[config.mk]
export PLATFORM = sky130hd
export DESIGN_NAME = blk_miss_buf
export DESIGN_NICKNAME = d
export VERILOG_FILES = /design/src/rtl/mb_pkg.sv /design/src/rtl/mb_slot.sv /design/src/rtl/mb_wb_ctr.sv /design/src/rtl/blk_miss_buf.sv
export SDC_FILE = /design/constraint.sdc
export NUM_CORES = 1
export LEC_CHECK = 0
export BUFFER_PORTS_ARGS = -buffer_cell sky130_fd_sc_hd__buf_2
export CORE_MARGIN = 8
export CORE_UTILIZATION = 52
export DETAILED_ROUTE_END_ITERATION = 8
export PLACE_DENSITY = 0.85
export SLEW_MARGIN = 20
export SYNTH_ARGS = -nofsm -noshare
export SYNTH_HDL_FRONTEND = slang
export SYNTH_SLANG_ARGS = --single-unit
[constraint.sdc]
create_clock -name clk -period 4.7 [get_ports clk]
set_input_delay 0.47 -clock clk [delete_from_list [all_inputs] [get_ports clk]]
set_output_delay 0.47 -clock clk [all_outputs]
set_load 0.005 [all_outputs]
[src/rtl/mb_pkg.sv]
package mb_pkg;
   typedef enum logic [1:0] {
      MB_RD    = 2'd0,
      MB_WR    = 2'd1,
      MB_WR_NR = 2'd2
   } mb_cmd_e;
endpackage

[src/rtl/mb_slot.sv]
module mb_slot #(
   parameter int AW         = 32,
   parameter int TW         = 2,
   parameter bit CAN_SQUASH = 1'b1
) (
   input  logic          clk,
   input  logic          rst,
   input  logic          alloc,
   input  logic [AW-1:0] a_addr,
   input  logic [1:0]    a_cmd,
   input  logic          a_fill,
   input  logic [TW-1:0] a_thread,
   input  logic          a_tgt,
   input  logic          issue,
   input  logic          release_i,
   input  logic          sq_valid,
   input  logic [TW-1:0] sq_thread,
   output logic          valid_o,
   output logic          insvc_o,
   output logic          req_o,
   output logic [AW-1:0] addr_o,
   output logic [1:0]    cmd_o,
   output logic          fill_o,
   output logic [TW-1:0] thread_o,
   output logic          tgt_o
);
   import mb_pkg::*;

   logic          valid_q, insvc_q, req_q, fill_q, tgt_q;
   logic [AW-1:0] addr_q;
   logic [1:0]    cmd_q;
   logic [TW-1:0] thread_q;
   logic          sq_hit;

   generate
      if (CAN_SQUASH) begin : g_sq
         assign sq_hit = sq_valid && valid_q && (sq_thread == thread_q);
      end else begin : g_nosq
         assign sq_hit = 1'b0 & sq_valid & (|sq_thread);
      end
   endgenerate

   always_ff @(posedge clk) begin
      if (rst) begin
         valid_q  <= 1'b0;
         insvc_q  <= 1'b0;
         req_q    <= 1'b0;
         fill_q   <= 1'b0;
         tgt_q    <= 1'b0;
         addr_q   <= '0;
         cmd_q    <= '0;
         thread_q <= '0;
      end else if (alloc) begin
         valid_q  <= 1'b1;
         insvc_q  <= 1'b0;
         req_q    <= 1'b1;
         fill_q   <= a_fill;
         tgt_q    <= a_tgt;
         addr_q   <= a_addr;
         cmd_q    <= a_cmd;
         thread_q <= a_thread;
      end else if (release_i) begin
         valid_q <= 1'b0;
         insvc_q <= 1'b0;
         req_q   <= 1'b0;
         tgt_q   <= 1'b0;
      end else if (sq_hit) begin
         tgt_q <= 1'b0;
         if (!insvc_q) begin
            valid_q <= 1'b0;
            req_q   <= 1'b0;
         end
      end else if (issue) begin
         req_q <= 1'b0;
         if (cmd_q == MB_WR_NR) valid_q <= 1'b0;
         else                   insvc_q <= 1'b1;
      end
   end

   assign valid_o  = valid_q;
   assign insvc_o  = insvc_q;
   assign req_o    = req_q;
   assign addr_o   = addr_q;
   assign cmd_o    = cmd_q;
   assign fill_o   = fill_q;
   assign thread_o = thread_q;
   assign tgt_o    = tgt_q;


   insvc_needs_valid_chk: assert property (@(posedge clk) disable iff (rst)
      insvc_q |-> valid_q);


   no_double_alloc_chk: assert property (@(posedge clk) disable iff (rst)
      alloc |-> !valid_q);
endmodule

[src/rtl/mb_wb_ctr.sv]
module mb_wb_ctr #(
   parameter int NT = 4,
   parameter int CW = 8,
   parameter int TW = 2
) (
   input  logic             clk,
   input  logic             rst,
   input  logic             inc,
   input  logic [TW-1:0]    inc_thread,
   output logic [NT*CW-1:0] count_flat
);
   for (genvar t = 0; t < NT; t++) begin : g_thr
      logic [CW-1:0] cnt_q;
      always_ff @(posedge clk) begin
         if (rst)                                 cnt_q <= '0;
         else if (inc && inc_thread == TW'(t))    cnt_q <= cnt_q + CW'(1);
      end
      assign count_flat[t*CW +: CW] = cnt_q;
   end
endmodule

[src/rtl/blk_miss_buf.sv]
module blk_miss_buf #(
   parameter int AW        = 32,
   parameter int DW        = 32,
   parameter int BLK_BYTES = 64,
   parameter int NT        = 4,
   parameter int CW        = 8,
   parameter int TW        = $clog2(NT)
) (
   input  logic             clk,
   input  logic             rst,
   input  logic             req_valid,
   input  logic [AW-1:0]    req_addr,
   input  logic [1:0]       req_cmd,
   input  logic             req_uncached,
   input  logic [TW-1:0]    req_thread,
   input  logic             cfg_wr_alloc,
   output logic             ready,
   output logic             blk_miss,
   output logic             blk_wb,
   output logic             bus_req_miss,
   output logic             bus_req_wb,
   output logic             iss_valid,
   output logic             iss_sel,
   output logic [AW-1:0]    iss_addr,
   output logic [1:0]       iss_cmd,
   output logic             iss_fill,
   input  logic             iss_take,
   input  logic             rsp_valid,
   input  logic             rsp_fill,
   input  logic             rsp_is_write,
   input  logic [DW-1:0]    rsp_data,
   output logic             resp_valid,
   output logic [TW-1:0]    resp_thread,
   output logic [DW-1:0]    resp_data,
   input  logic             sq_valid,
   input  logic [TW-1:0]    sq_thread,
   input  logic             ev_valid,
   input  logic [AW-1:0]    ev_addr,
   input  logic [TW-1:0]    ev_thread,
   output logic [NT*CW-1:0] wb_count
);
   import mb_pkg::*;

   localparam int OFFW = $clog2(BLK_BYTES);
   localparam logic [AW-1:0] BLK_MASK = {{(AW-OFFW){1'b1}}, {OFFW{1'b0}}};

   initial begin
      blk_pow2_chk: assert (BLK_BYTES >= 2 && (BLK_BYTES & (BLK_BYTES - 1)) == 0);
      addr_fits_chk: assert (AW > OFFW);
      threads_chk: assert (NT >= 2 && TW >= $clog2(NT));
   end

   // entry outputs
   logic          m_valid, m_insvc, m_req, m_fill, m_tgt;
   logic [AW-1:0] m_addr;
   logic [1:0]    m_cmd;
   logic [TW-1:0] m_thread;
   logic          w_valid, w_insvc, w_req, w_fill, w_tgt;
   logic [AW-1:0] w_addr;
   logic [1:0]    w_cmd;
   logic [TW-1:0] w_thread;

   // request steering
   logic to_wb, req_acc, miss_alloc, wb_req_alloc, ev_acc, wb_alloc;
   logic [AW-1:0] wb_a_addr;
   logic [1:0]    wb_a_cmd;
   logic [TW-1:0] wb_a_thread;
   logic          wb_a_tgt;

   assign ready        = !m_valid && !w_valid;
   assign to_wb        = (req_cmd != MB_RD) &&
                         (req_uncached || !cfg_wr_alloc || req_cmd == MB_WR_NR);
   assign req_acc      = req_valid && ready;
   assign miss_alloc   = req_acc && !to_wb;
   assign wb_req_alloc = req_acc && to_wb;
   assign ev_acc       = ev_valid && !w_valid;
   assign wb_alloc     = wb_req_alloc || ev_acc;
   assign wb_a_addr    = (ev_acc ? ev_addr : req_addr) & BLK_MASK;
   assign wb_a_cmd     = ev_acc ? MB_WR_NR : req_cmd;
   assign wb_a_thread  = ev_acc ? ev_thread : req_thread;
   assign wb_a_tgt     = !ev_acc && (req_cmd != MB_WR_NR);

   // issue selection: a pending miss wins
   logic pick_miss, m_issue, w_issue;
   assign pick_miss = m_valid && !m_insvc;
   assign iss_valid = pick_miss || (w_valid && !w_insvc);
   assign iss_sel   = !pick_miss;
   assign iss_addr  = pick_miss ? m_addr : w_addr;
   assign iss_cmd   = pick_miss ? m_cmd  : w_cmd;
   assign iss_fill  = pick_miss ? m_fill : w_fill;
   assign m_issue   = iss_take && pick_miss;
   assign w_issue   = iss_take && !pick_miss && w_valid && !w_insvc;

   // response routing
   logic m_rel, w_rel, rsp_tgt, rsp_rd;
   logic [TW-1:0] rsp_thr;
   assign w_rel   = rsp_valid && !rsp_fill && rsp_is_write;
   assign m_rel   = rsp_valid && !w_rel;
   assign rsp_tgt = w_rel ? w_tgt : (m_tgt && !rsp_fill);
   assign rsp_rd  = (w_rel ? w_cmd : m_cmd) == MB_RD;
   assign rsp_thr = w_rel ? w_thread : m_thread;

   always_ff @(posedge clk) begin
      if (rst) begin
         resp_valid  <= 1'b0;
         resp_thread <= '0;
         resp_data   <= '0;
      end else begin
         resp_valid  <= rsp_valid && rsp_tgt;
         resp_thread <= rsp_thr;
         resp_data   <= rsp_rd ? rsp_data : '0;
      end
   end

   mb_slot #(.AW(AW), .TW(TW), .CAN_SQUASH(1'b1)) u_miss (
      .clk, .rst,
      .alloc(miss_alloc), .a_addr(req_addr & BLK_MASK), .a_cmd(req_cmd),
      .a_fill(!req_uncached), .a_thread(req_thread), .a_tgt(req_cmd != MB_WR_NR),
      .issue(m_issue), .release_i(m_rel), .sq_valid, .sq_thread,
      .valid_o(m_valid), .insvc_o(m_insvc), .req_o(m_req), .addr_o(m_addr),
      .cmd_o(m_cmd), .fill_o(m_fill), .thread_o(m_thread), .tgt_o(m_tgt));

   mb_slot #(.AW(AW), .TW(TW), .CAN_SQUASH(1'b0)) u_wbuf (
      .clk, .rst,
      .alloc(wb_alloc), .a_addr(wb_a_addr), .a_cmd(wb_a_cmd),
      .a_fill(1'b0), .a_thread(wb_a_thread), .a_tgt(wb_a_tgt),
      .issue(w_issue), .release_i(w_rel), .sq_valid, .sq_thread,
      .valid_o(w_valid), .insvc_o(w_insvc), .req_o(w_req), .addr_o(w_addr),
      .cmd_o(w_cmd), .fill_o(w_fill), .thread_o(w_thread), .tgt_o(w_tgt));

   mb_wb_ctr #(.NT(NT), .CW(CW), .TW(TW)) u_ctr (
      .clk, .rst, .inc(ev_acc), .inc_thread(ev_thread), .count_flat(wb_count));

   assign blk_miss     = m_valid;
   assign blk_wb       = w_valid;
   assign bus_req_miss = m_req;
   assign bus_req_wb   = w_req;


   blocked_no_req_chk: assert property (@(posedge clk) disable iff (rst)
      req_valid |-> ready);


   miss_alloc_raise_chk: assert property (@(posedge clk) disable iff (rst)
      miss_alloc |=> blk_miss && bus_req_miss);


   wb_alloc_raise_chk: assert property (@(posedge clk) disable iff (rst)
      wb_alloc |=> blk_wb && bus_req_wb);


   ev_needs_free_chk: assert property (@(posedge clk) disable iff (rst)
      ev_valid |-> !blk_wb && !(req_valid && to_wb));


   miss_first_chk: assert property (@(posedge clk) disable iff (rst)
      (blk_miss && bus_req_miss) |-> iss_valid && !iss_sel);


   issue_drop_req_chk: assert property (@(posedge clk) disable iff (rst)
      (iss_take && iss_valid) |=> !($past(iss_sel) ? bus_req_wb : bus_req_miss));


   rsp_in_service_chk: assert property (@(posedge clk) disable iff (rst)
      (rsp_valid && !w_rel) |-> m_insvc);


   squash_free_chk: assert property (@(posedge clk) disable iff (rst)
      (sq_valid && blk_miss && !m_insvc && sq_thread == m_thread && !rsp_valid)
      |=> !blk_miss && !bus_req_miss);
endmodule

==> run summary, run 1 <==
LOGIC SYNTHESIS
----------------------------------------------------------------------------------------
Largest area contributor in the netlist ...................................      dfxtp_1
Flops & latches, synth ....................................................          136
Seq/Total Area, Yosys .....................................................       0.4802
Most frequently used flop master after synthesis ..........................      dfxtp_1
Area contributors post-synth .............................................. dfxtp_1, nand2_1, a21oi_1, nor2_1, and2_1
Ys Warns ..................................................................            0
Synth async-reset ratio ...................................................            0
Mapped Avg Cell Area ......................................................    8.325 µm²
Post-synthesis cell type count ............................................           46
Synth Instances ...........................................................          681
Number of enable flip-flop cells after synthesis ..........................            0
Summed instance area of the synthesized netlist ...........................     5669 µm²
Area share of the leading cell type in the synthesized netlist ............       0.4802

CTS
----------------------------------------------------------------------------------------
Clk slew on worst S/H paths ...............................................      0.06 ns
Number of buffers inserted during clock tree synthesis ....................           17
Clock Tree Root ...........................................................     clkbuf_8
Post-CTS setup repair buffer count ........................................            0
H-Tree Depth ..............................................................            4
Clock buffer depth ........................................................            2
Clock tree from TritonCTS .................................................         done
Skew-Pair Late Insertion Delay ............................................      0.51 ns
Sinks on Clock Net ........................................................          136
Post-cts resize count .....................................................            0
Hold bufs inserted after CTS ..............................................            0

FLOORPLAN
----------------------------------------------------------------------------------------
Io pins ...................................................................          224
DIE AREA ..................................................................    14500 µm²
Die width .................................................................     120.4 µm
Floorplan core area .......................................................    10750 µm²
Site Rows .................................................................           38
Die height ................................................................     120.4 µm
Initial standard-cell utilization of the core .............................       0.5276

RUN
----------------------------------------------------------------------------------------
Number of maximum-capacitance constraint violations .......................            0

CELLS AND AREA
----------------------------------------------------------------------------------------
Ratio of cells with drive above 1 in the final layout .....................       0.2890
Antenna Diode Count .......................................................            0
Commonest non-fill, non-tap cell in the layout ............................        buf_2
FILL cells ................................................................          908
Syn-to-layout area delta ..................................................       27.37%
Most frequent cells in the layout ......................................... buf_2, nand2_1, dfxtp_1, a21oi_1, nor2_1
Number of nets in the finished design .....................................          988

STA
----------------------------------------------------------------------------------------
Setup repair after global routing missed its margin .......................        false
Post-Route Skew ...........................................................  0.005097 ns
Min Clock Period, post-route ..............................................     3.256 ns
Setup violators final .....................................................            0
Number of endpoints with negative hold slack in the final report ..........            0
Least-Margin Pin Slew .....................................................     1.025 ns
Final cycle utilization of the critical path ..............................       0.6927
Max-slew violation total from the final report ............................            0
Worst slew slack as a fraction of its limit ...............................       0.3126
Aggregate negative setup slack ............................................         0 ns
F_max .....................................................................    307.2 MHz
Setup slack after layout ..................................................     1.444 ns

SETUP PATH
----------------------------------------------------------------------------------------
Crit-path max FO ..........................................................           33
Critical Path Sink Type ...................................................  output port
Crit Path Class ........................................................... flop to output port
Worst EP arrival ..........................................................      2.79 ns
Worst R2R Setup Slack .....................................................      2.40 ns
Data required, critical path ..............................................      4.23 ns
Kind of start point of the critical path ..................................         flop

PLACE
----------------------------------------------------------------------------------------
Total half-perimeter wirelength after legalization and detailed placement .     11260 µm
Worst Setup Slack post-DPL ................................................     2.375 ns
Number of buffers inserted by port buffering ..............................          205
Final weighted congestion in routability-driven placement .................       0.8364

HOLD PATH
----------------------------------------------------------------------------------------
Worst min path class ...................................................... input port to flop

GLOBAL ROUTE
----------------------------------------------------------------------------------------
Total congestion overflow .................................................            0
Met2 track demand over resource ...........................................       0.3793
Global-route wire length before repair ....................................     26060 µm
Largest net degree at the start of global routing .........................           55
Most Crowded Layer GR .....................................................         met2
Vias in the first global route ............................................         5335
Antenna violations before repair ..........................................            0
GRT Resource Usage Total ..................................................       0.2227
Met3 track demand over resource ...........................................      0.07879
Met1 capacity usage during global routing .................................       0.2491

POWER
----------------------------------------------------------------------------------------
Maximum vdd drop ..........................................................     262.1 µV
Cell leakage power ........................................................     3.367 nW
Cell area power density ................................................... 393.7 nW/µm²

ROUTING
----------------------------------------------------------------------------------------
Post-DRT Antenna Nets .....................................................            0
Number of detailed-routing iterations run before antenna repair ...........            5
Vias ......................................................................         5287
Routed wire length ........................................................     15940 µm
Routed wire per std cell ..................................................     15.64 µm
DRC marker count from the first detailed-route iteration ..................          383
Residual DRC ..............................................................            0
Post-detailed-route via-to-cell ratio .....................................        5.188

RUN STATUS
----------------------------------------------------------------------------------------
Run status ................................................................ finished, final reports clean

## worst max-delay path, cell delays in order (launching register included)
cell and delay, ns:
dfxtp_1 0.49, nor2b_2 0.22, clkinv_1 0.80, o21ai_0 0.57, buf_2 0.19
## registers in the layout (all words and copies together), names as in the netlist
| signal | flops |
|---|---|
| resp_data | 32 |
| u_ctr.g_thr.cnt_q | 32 |
| u_miss.addr_o | 26 |
| u_wbuf.addr_o | 26 |
| resp_thread | 2 |
| u_miss.cmd_o | 2 |
| u_miss.thread_o | 2 |
| u_wbuf.cmd_o | 2 |
| u_wbuf.thread_o | 2 |
| resp_valid | 1 |
| u_miss.fill_o | 1 |
| u_miss.insvc_o | 1 |
| u_miss.req_o | 1 |
| u_miss.tgt_o | 1 |
| u_miss.valid_o | 1 |
| u_wbuf.insvc_o | 1 |
| u_wbuf.req_o | 1 |
| u_wbuf.tgt_o | 1 |
| u_wbuf.valid_o | 1 |
## stage by stage
step	hold slack (ns)	power [mW]	cells	cell area [µm²]	utilization
after floorplan	0.4364	1.485	686	5688	-
after global placement	0.4424	1.615	990	6660	0.6198
after detailed placement	0.4468	1.624	990	6660	0.6198
after CTS	0.1148	2.873	1019	7213	0.6713
after global routing	0.1286	2.974	1019	7221	0.6720
final	0.1453	2.843	1019	7221	0.6720
## worst paths after layout
kind / start / endpoint / cells after the start
worst max-delay path: u_miss.valid_o / iss_cmd[0] / 4
worst min-delay path: req_uncached / u_miss.fill_o / 2
worst max register to register: u_miss.valid_o / u_wbuf.valid_o / 5
worst min register to register: u_miss.addr_o[12] / u_miss.addr_o[12] / 2
## per-layer routing
layer	up-vias	wire length (µm)
li1	2609	-
met1	2413	6432
met2	243	7636
met3	22	1602
met4	0	269
met5	-	0
## cells in the mapped netlist (2+ instances only)
| master | instances |
|---|---|
| a31oi_1 | 3 |
| buf_4 | 7 |
| clkbuf_1 | 17 |
| a21oi_1 | 66 |
| nand4_1 | 13 |
| or3_1 | 3 |
| xor2_1 | 17 |
| and2_1 | 33 |
| buf_1 | 4 |
| nand2_1 | 192 |
| ha_1 | 4 |
| nand3_1 | 6 |
| and3_1 | 5 |
| nor3_1 | 5 |
| buf_6 | 10 |
| inv_1 | 4 |
| nor4_1 | 2 |
| nor2_1 | 64 |
| a211oi_2 | 7 |
| nor3b_4 | 2 |
| a211oi_1 | 24 |
| mux2i_1 | 6 |
| nor2b_1 | 2 |
| dfxtp_1 | 136 |
| nand2b_1 | 4 |
| buf_2 | 11 |
| xnor2_1 | 11 |
| o21ai_0 | 4 |
| o22ai_1 | 2 |
## power by group
| group | switching (mW) | leakage [nW] | internal, mW | total [mW] |
|---|---|---|---|---|
| Sequential | 0.0341 | 1.11 | 1.22 | 1.25 |
| Combinational | 0.198 | 1.98 | 0.148 | 0.346 |
| Clock | 0.442 | 0.271 | 0.802 | 1.24 |
## kinds of logic after synthesis
group	Yosys count	share of synthesized area
simple gates	340	0.2768
flops	136	0.4802
compound gates	112	0.1234
buf+inv	54	0.05628
xor+xnor	28	0.04326
mux	6	0.01059
fa+ha+maj	4	0.008828
other cells	1	0.0006615
## final cells by class
type                       instances  area (µm²)  area share
tap                              140       175.2     0.02426
multi-input combinational        496        2659      0.3682
clock buffer                      26       488.0     0.06758
sequential                       136        2723      0.3771
inverter                           4       15.01    0.002079
clock inverter                     3       65.06    0.009011
timing repair buffer             214        1096      0.1518
No activity file was read; power rests on OpenSTA's default activity.
==> run 2: changes to the inputs <==
--- a/config.mk
+++ b/config.mk
@@ -7,9 +7,9 @@
 export LEC_CHECK = 0
 export BUFFER_PORTS_ARGS = -buffer_cell sky130_fd_sc_hd__buf_2
 export CORE_MARGIN = 8
-export CORE_UTILIZATION = 52
+export CORE_UTILIZATION = 44
 export DETAILED_ROUTE_END_ITERATION = 8
-export PLACE_DENSITY = 0.85
+export PLACE_DENSITY = 0.76
 export SLEW_MARGIN = 20
 export SYNTH_ARGS = -nofsm -noshare
 export SYNTH_HDL_FRONTEND = slang
==> constraint.sdc (replaced) <==
create_clock -name clk -period 2.6 [get_ports clk]
set_input_delay 0.26 -clock clk [delete_from_list [all_inputs] [get_ports clk]]
set_output_delay 0.26 -clock clk [all_outputs]
set_load 0.005 [all_outputs]
==> run 2 against run 1 <==
  * Total power rose by 97%
  * Clock-buffer cell count fell by 6
  * Cell count rose by 4.2%
==> run summary, run 2 (synthesized netlist as in run 1, its figures left out) <==
STA
----------------------------------------------------------------------------------------
Min Clock Period, post-route ..............................................     1.964 ns
F_max .....................................................................    509.2 MHz
Aggregate negative setup slack ............................................         0 ns   unchanged
Number of endpoints with negative hold slack in the final report ..........            0   unchanged
Least-Margin Pin Slew .....................................................    0.6648 ns   -0.3600 ns
Final cycle utilization of the critical path ..............................       0.7554
Setup violators final .....................................................            0   unchanged
Setup repair after global routing missed its margin .......................        false
Post-Route Skew ...........................................................  0.006652 ns   +0.001555 ns
Worst slew slack as a fraction of its limit ...............................       0.5567   +0.2442
Max-slew violation total from the final report ............................            0   unchanged

SETUP PATH
----------------------------------------------------------------------------------------
Launching point of the worst reg2reg path ................................. u_wbuf.valid_o
Worst EP arrival ..........................................................      1.70 ns   -1.09 ns
Crit-path max FO ..........................................................           17   -48%
Critical Path Sink Type ...................................................  output port
Kind of start point of the critical path ..................................         flop
Crit Path Class ........................................................... flop to output port
Critical Path Start ....................................................... u_miss.valid_o
Data required, critical path ..............................................      2.34 ns   -1.89 ns
Worst R2R Setup Slack .....................................................      0.85 ns   -1.55 ns
Worst Reg-to-Reg Cells ....................................................            5   unchanged
Crit path to .............................................................. iss_addr[22]
Worst flop-to-flop path endpoint .......................................... u_wbuf.addr_o[20]

CELLS AND AREA
----------------------------------------------------------------------------------------
Syn-to-layout area delta ..................................................       31.41%
Number of nets in the finished design .....................................          995   +0.71%
Design area ...............................................................     7450 µm²   +3.2%
Register area .............................................................     2723 µm²   unchanged
Layout Cells excl Fill ....................................................         1062   +4.2%
Utilization after layout ..................................................       0.5903   -0.08166
Area used by multi-input combinational logic ..............................     2651 µm²   -0.28%
Ratio of cells with drive above 1 in the final layout .....................       0.3003   +0.01137
Most frequent cells in the layout ......................................... buf_2, nand2_1, dfxtp_1, a21oi_1, nor2_1
FILL cells ................................................................         1210   +33%
Largest registers ......................................................... resp_data: 32 flops, u_ctr.g_thr.cnt_q: 32 flops
Commonest non-fill, non-tap cell in the layout ............................        buf_2

POWER
----------------------------------------------------------------------------------------
Maximum vdd drop ..........................................................     431.5 µV   +65%
Final total power .........................................................     5.610 mW   +97%
Cell area power density ................................................... 753.0 nW/µm²   +91%
Cell leakage power ........................................................     3.457 nW   +2.7%

ROUTING
----------------------------------------------------------------------------------------
Routed wire per std cell ..................................................     15.28 µm   -2.3%
Residual DRC ..............................................................            0   unchanged
Post-detailed-route via-to-cell ratio .....................................        4.929   -5.0%
Number of detailed-routing iterations run before antenna repair ...........            4   -1
Post-DRT Antenna Nets .....................................................            0   unchanged
Vias ......................................................................         5235   -0.98%
Routed wire length ........................................................     16230 µm   +1.8%
DRC marker count from the first detailed-route iteration ..................          309   -19%

FLOORPLAN
----------------------------------------------------------------------------------------
Die width .................................................................     129.5 µm   +7.6%
Floorplan core area .......................................................    12620 µm²   +17%
Initial standard-cell utilization of the core .............................       0.4492   -0.07836
Io pins ...................................................................          224   unchanged
Site Rows .................................................................           41   +7.9%
Die height ................................................................     129.5 µm   +7.6%
DIE AREA ..................................................................    16770 µm²   +16%

CTS
----------------------------------------------------------------------------------------
Clock Tree Root ...........................................................    clkbuf_16
Clk slew on worst S/H paths ...............................................      0.06 ns   about the same
Post-CTS setup repair buffer count ........................................            0   unchanged
Number of buffers inserted during clock tree synthesis ....................           17   unchanged
Sinks on Clock Net ........................................................          136   unchanged
H-Tree Depth ..............................................................            4   unchanged
Skew-Pair Late Insertion Delay ............................................      0.42 ns   -0.09 ns
Hold bufs inserted after CTS ..............................................            0   unchanged
Clock buffer depth ........................................................            2   unchanged
Post-cts resize count .....................................................            0   unchanged
Clock tree from TritonCTS .................................................         done

HOLD PATH
----------------------------------------------------------------------------------------
Worst min path class ...................................................... input port to flop
Worst Hold Launch ......................................................... req_uncached

RUN STATUS
----------------------------------------------------------------------------------------
Run status ................................................................ finished, final reports clean

PLACE
----------------------------------------------------------------------------------------
Total half-perimeter wirelength after legalization and detailed placement .     11510 µm   +2.3%
Final weighted congestion in routability-driven placement .................       0.8309   -0.66%
Number of buffers inserted by port buffering ..............................          205   unchanged
Placed inst area ..........................................................     6778 µm²   +1.8%
Placed instance count .....................................................         1029   +3.9%

GLOBAL ROUTE
----------------------------------------------------------------------------------------
Antenna violations before repair ..........................................            2   +2
Total congestion overflow .................................................            0   unchanged
Largest net degree at the start of global routing .........................           40   -27%
Vias in the first global route ............................................         5100   -4.4%
GRT Resource Usage Total ..................................................       0.1904   -0.03237
Global-route wire length before repair ....................................     24970 µm   -4.2%

RUN
----------------------------------------------------------------------------------------
Number of maximum-capacitance constraint violations .......................            0   unchanged

run 2: final cells by class:
cell class,instances,share of cell area
Multi-Input combinational cell,496,0.3559
Clock inverter,12,0.02990
Inverter,4,0.002015
Antenna cell,1,0.0003359
Tap cell,172,0.02889
Clock buffer,20,0.05996
Timing Repair Buffer,221,0.1575
Sequential cell,136,0.3655
run 2: per-layer routing:
| layer | global-route usage | vias to the layer above | wire [µm] |
|---|---|---|---|
| met5 | 0 | - | 13 |
| met4 | 0.09016 | 2 | 339 |
| met3 | 0.06532 | 24 | 1553 |
| met2 | 0.3202 | 201 | 7697 |
| met1 | 0.2124 | 2377 | 6624 |
| li1 | - | 2631 | - |
run 2: worst min-delay path by stage:
stage	end	slack, ns	depth (start not counted)
global route	resp_data[31]	0.03	2
CTS	u_miss.fill_o	0.02	2
finish	u_miss.fill_o	0.03	2
global placement	u_miss.addr_o[21]	0.44	2
floorplan	resp_valid	0.34	1
detailed placement	u_miss.addr_o[17]	0.45	2
run 2: per-stage QoR:
stage	hold slack (ns)	setup slack [ns]
after floorplan	0.3367	1.094
after global placement	0.4420	0.8453
after detailed placement	0.4470	0.8052
after CTS	0.01792	0.6042
after global routing	0.02845	0.5321
final	0.03473	0.6360
run 2: power by group:
part / internal [mW] / switching (mW) / total, mW
logic: 0.282 / 0.361 / 0.643
clock network: 1.82 / 0.886 / 2.71
registers: 2.20 / 0.0578 / 2.26
run 2: worst max-delay path, stage by stage, from the launching register on:
cell,delay (ns)
dfxtp_1,0.30
nor2b_2,0.15
inv_1,0.26
buf_4,0.30
nand2_1,0.08
nand2_1,0.08
buf_2,0.11
==> run 3: changes to the inputs <==
--- a/config.mk
+++ b/config.mk
@@ -7,9 +7,9 @@
 export LEC_CHECK = 0
 export BUFFER_PORTS_ARGS = -buffer_cell sky130_fd_sc_hd__buf_2
 export CORE_MARGIN = 8
-export CORE_UTILIZATION = 44
+export CORE_UTILIZATION = 49
 export DETAILED_ROUTE_END_ITERATION = 8
-export PLACE_DENSITY = 0.76
+export PLACE_DENSITY = 0.81
 export SLEW_MARGIN = 20
 export SYNTH_ARGS = -nofsm -noshare
 export SYNTH_HDL_FRONTEND = slang
==> constraint.sdc (replaced) <==
create_clock -name clk -period 2 [get_ports clk]
set_input_delay 0.2 -clock clk [delete_from_list [all_inputs] [get_ports clk]]
set_output_delay 0.2 -clock clk [all_outputs]
set_load 0.005 [all_outputs]
==> run 3 against run 2 <==
  * Sequential share of layout area fell by 1.3 points
  * Worst hold slack worse by 0.0095 ns
  * Wire length increased by 3.4%
  * Non-clock buffer count up 35
  * Total power increased by 29%
  * Critical path depth unchanged
  * Critical endpoint is now iss_addr[20]
  * Highest routed layer unchanged
==> run summary, run 3 (synthesized netlist as in run 1, its figures left out) <==
RUN STATUS
----------------------------------------------------------------------------------------
Run status ................................................................ finished, final reports clean

CTS
----------------------------------------------------------------------------------------
Clock tree from TritonCTS .................................................         done
Clk slew on worst S/H paths ...............................................      0.06 ns   about the same
Clock buffer depth ........................................................            2   unchanged
Clock Tree Root ...........................................................    clkbuf_16
H-Tree Depth ..............................................................            4   unchanged
Number of buffers inserted during clock tree synthesis ....................           17   unchanged
Post-CTS setup repair buffer count ........................................            0   unchanged
Skew-Pair Late Insertion Delay ............................................      0.41 ns   about the same
Sinks on Clock Net ........................................................          136   unchanged

FLOORPLAN
----------------------------------------------------------------------------------------
Site Rows .................................................................           39   -4.9%
Initial standard-cell utilization of the core .............................       0.4986   +0.04939
Die height ................................................................     123.6 µm   -4.6%
Floorplan core area .......................................................    11370 µm²   -9.9%
Die width .................................................................     123.6 µm   -4.6%
Io pins ...................................................................          224   unchanged
DIE AREA ..................................................................    15270 µm²   -9.0%

POWER
----------------------------------------------------------------------------------------
Relative contribution of combinational cells to total power ...............        0.124   +0.009
Internal power ............................................................     5.548 mW   +29%
Net switching power .......................................................     1.706 mW   +31%
Net Sw Frac ...............................................................       0.2352   +0.002702
Cell leakage power ........................................................     3.593 nW   +3.9%
Maximum vdd drop ..........................................................     784.1 µV   +82%
Clock power share .........................................................        0.471   -0.012
Reg power frac ............................................................        0.405   +0.002
Cell area power density ................................................... 938.3 nW/µm²   +25%

STA
----------------------------------------------------------------------------------------
Least-Margin Pin Slew .....................................................    0.5451 ns   -0.1197 ns
Final cycle utilization of the critical path ..............................       0.9333
Post-Route Skew ...........................................................  0.005698 ns   -0.0009545 ns
Setup repair after global routing missed its margin .......................        false
Worst-case hold slack .....................................................   0.02527 ns   -0.009460 ns
Worst slew slack as a fraction of its limit ...............................       0.6366   +0.07986
Number of endpoints with negative hold slack in the final report ..........            0   unchanged
F_max .....................................................................    535.8 MHz
Min Clock Period, post-route ..............................................     1.867 ns
Setup violators final .....................................................            0   unchanged
Max-slew violation total from the final report ............................            0   unchanged
Aggregate negative setup slack ............................................         0 ns   unchanged

CELLS AND AREA
----------------------------------------------------------------------------------------
Largest registers ......................................................... resp_data: 32 flops, u_ctr.g_thr.cnt_q: 32 flops
Layout Cells excl Fill ....................................................         1066   +0.38%
Ratio of cells with drive above 1 in the final layout .....................       0.2936   -0.006730
Most frequent cells in the layout ......................................... buf_2, nand2_1, dfxtp_1, a21oi_1, nor2_1
Antenna Diode Count .......................................................            0   -1
Syn-to-layout area delta ..................................................       36.35%
Commonest non-fill, non-tap cell in the layout ............................        buf_2
Number of nets in the finished design .....................................         1030   +3.5%

ROUTING
----------------------------------------------------------------------------------------
Number of detailed-routing iterations run before antenna repair ...........            6   +2
Residual DRC ..............................................................            0   unchanged
Post-DRT Antenna Nets .....................................................            0   unchanged
Routed wire length ........................................................     16770 µm   +3.4%
Post-detailed-route via-to-cell ratio .....................................        5.082   +3.1%
Vias ......................................................................         5417   +3.5%
DRC marker count from the first detailed-route iteration ..................          325   +5.2%
Routed wire per std cell ..................................................     15.73 µm   +3.0%

GLOBAL ROUTE
----------------------------------------------------------------------------------------
Total congestion overflow .................................................            0   unchanged
Antenna violations before repair ..........................................            1   -1
Largest net degree at the start of global routing .........................           48   +20%
Vias in the first global route ............................................         5282   +3.6%
Global-route wire length before repair ....................................     26040 µm   +4.3%
GRT Resource Usage Total ..................................................       0.2174   +0.02701

RUN
----------------------------------------------------------------------------------------
Number of maximum-capacitance constraint violations .......................            0   unchanged

HOLD PATH
----------------------------------------------------------------------------------------
Worst min path class ...................................................... input port to flop

PLACE
----------------------------------------------------------------------------------------
Number of buffers inserted by port buffering ..............................          205   unchanged
Total half-perimeter wirelength after legalization and detailed placement .     11440 µm   -0.61%
Final weighted congestion in routability-driven placement .................       0.8282   -0.32%
Placed instance count .....................................................         1003   -2.5%

SETUP PATH
----------------------------------------------------------------------------------------
Crit Path Class ........................................................... flop to output port
Worst EP arrival ..........................................................      1.67 ns   -0.03 ns
Data required, critical path ..............................................      1.80 ns   -0.54 ns
Crit-path max FO ..........................................................           22   +5
Kind of start point of the critical path ..................................         flop
Critical Path Sink Type ...................................................  output port

run 3: per-stage QoR:
step / total power, mW / util / worst slack [ns] / instance area [µm²]
global route: 7.554 / 0.6799 / 0.003574 / 7730
global placement: 3.818 / 0.5938 / 0.3547 / 6751
finish: 7.253 / 0.6799 / 0.1335 / 7730
detailed placement: 3.838 / 0.5938 / 0.3172 / 6751
floorplan: 3.489 / - / 0.4943 / 5688
CTS: 7.316 / 0.6794 / 0.08819 / 7725
run 3: routing by layer:
| layer | global-route usage | part of all wire | vias up |
|---|---|---|---|
| met5 | 0 | 0.00054 | - |
| met3 | 0.07215 | 0.096 | 14 |
| met4 | 0.07148 | 0.0085 | 2 |
| met1 | 0.2509 | 0.40 | 2476 |
| li1 | - | - | 2699 |
| met2 | 0.3717 | 0.49 | 226 |
run 3: cell type report:
class	count	area [µm²]
Inverter	4	15.01
Multi-Input combinational cell	496	2656
Timing Repair Buffer	256	1504
Fill cell	922	3640
Clock inverter	11	195.2
Tap cell	143	178.9
Clock buffer	20	456.7
Sequential cell	136	2724
run 3: worst paths after layout:
kind | startpoint | endpoint | slack, ns | cells after the start
max | u_miss.valid_o | iss_addr[20] | 0.13 | 6
max reg2reg | u_miss.valid_o | u_wbuf.cmd_o[1] | 0.37 | 5
min | rsp_data[6] | resp_data[6] | 0.03 | 2
min reg2reg | u_miss.addr_o[23] | u_miss.addr_o[23] | 0.45 | 2
run 3: power groups by stage:
stage               clock, mW  sequential (mW)  combinational (mW)
floorplan                   0             2.99               0.503
global placement            0             2.99               0.833
detailed placement          0             2.99               0.846
CTS                      3.48             2.93               0.899
global route             3.60             2.95                1.00
finish                   3.42             2.94               0.897
run 3: repair_timing:
item | in CTS | in global routing
hold buffers | 32 | 0
gates resized for setup | 1 | 1
setup endpoints to repair | 13 | 6
endpoints found under the hold margin | 32 | 0
run 3: worst max-delay path, stage by stage, from the launching register on:
cell and delay (ns):
dfxtp_2 0.43, nor2b_4 0.22, inv_1 0.08, buf_4 0.23, nand2_1 0.10, nand2_1 0.07
buf_2 0.13
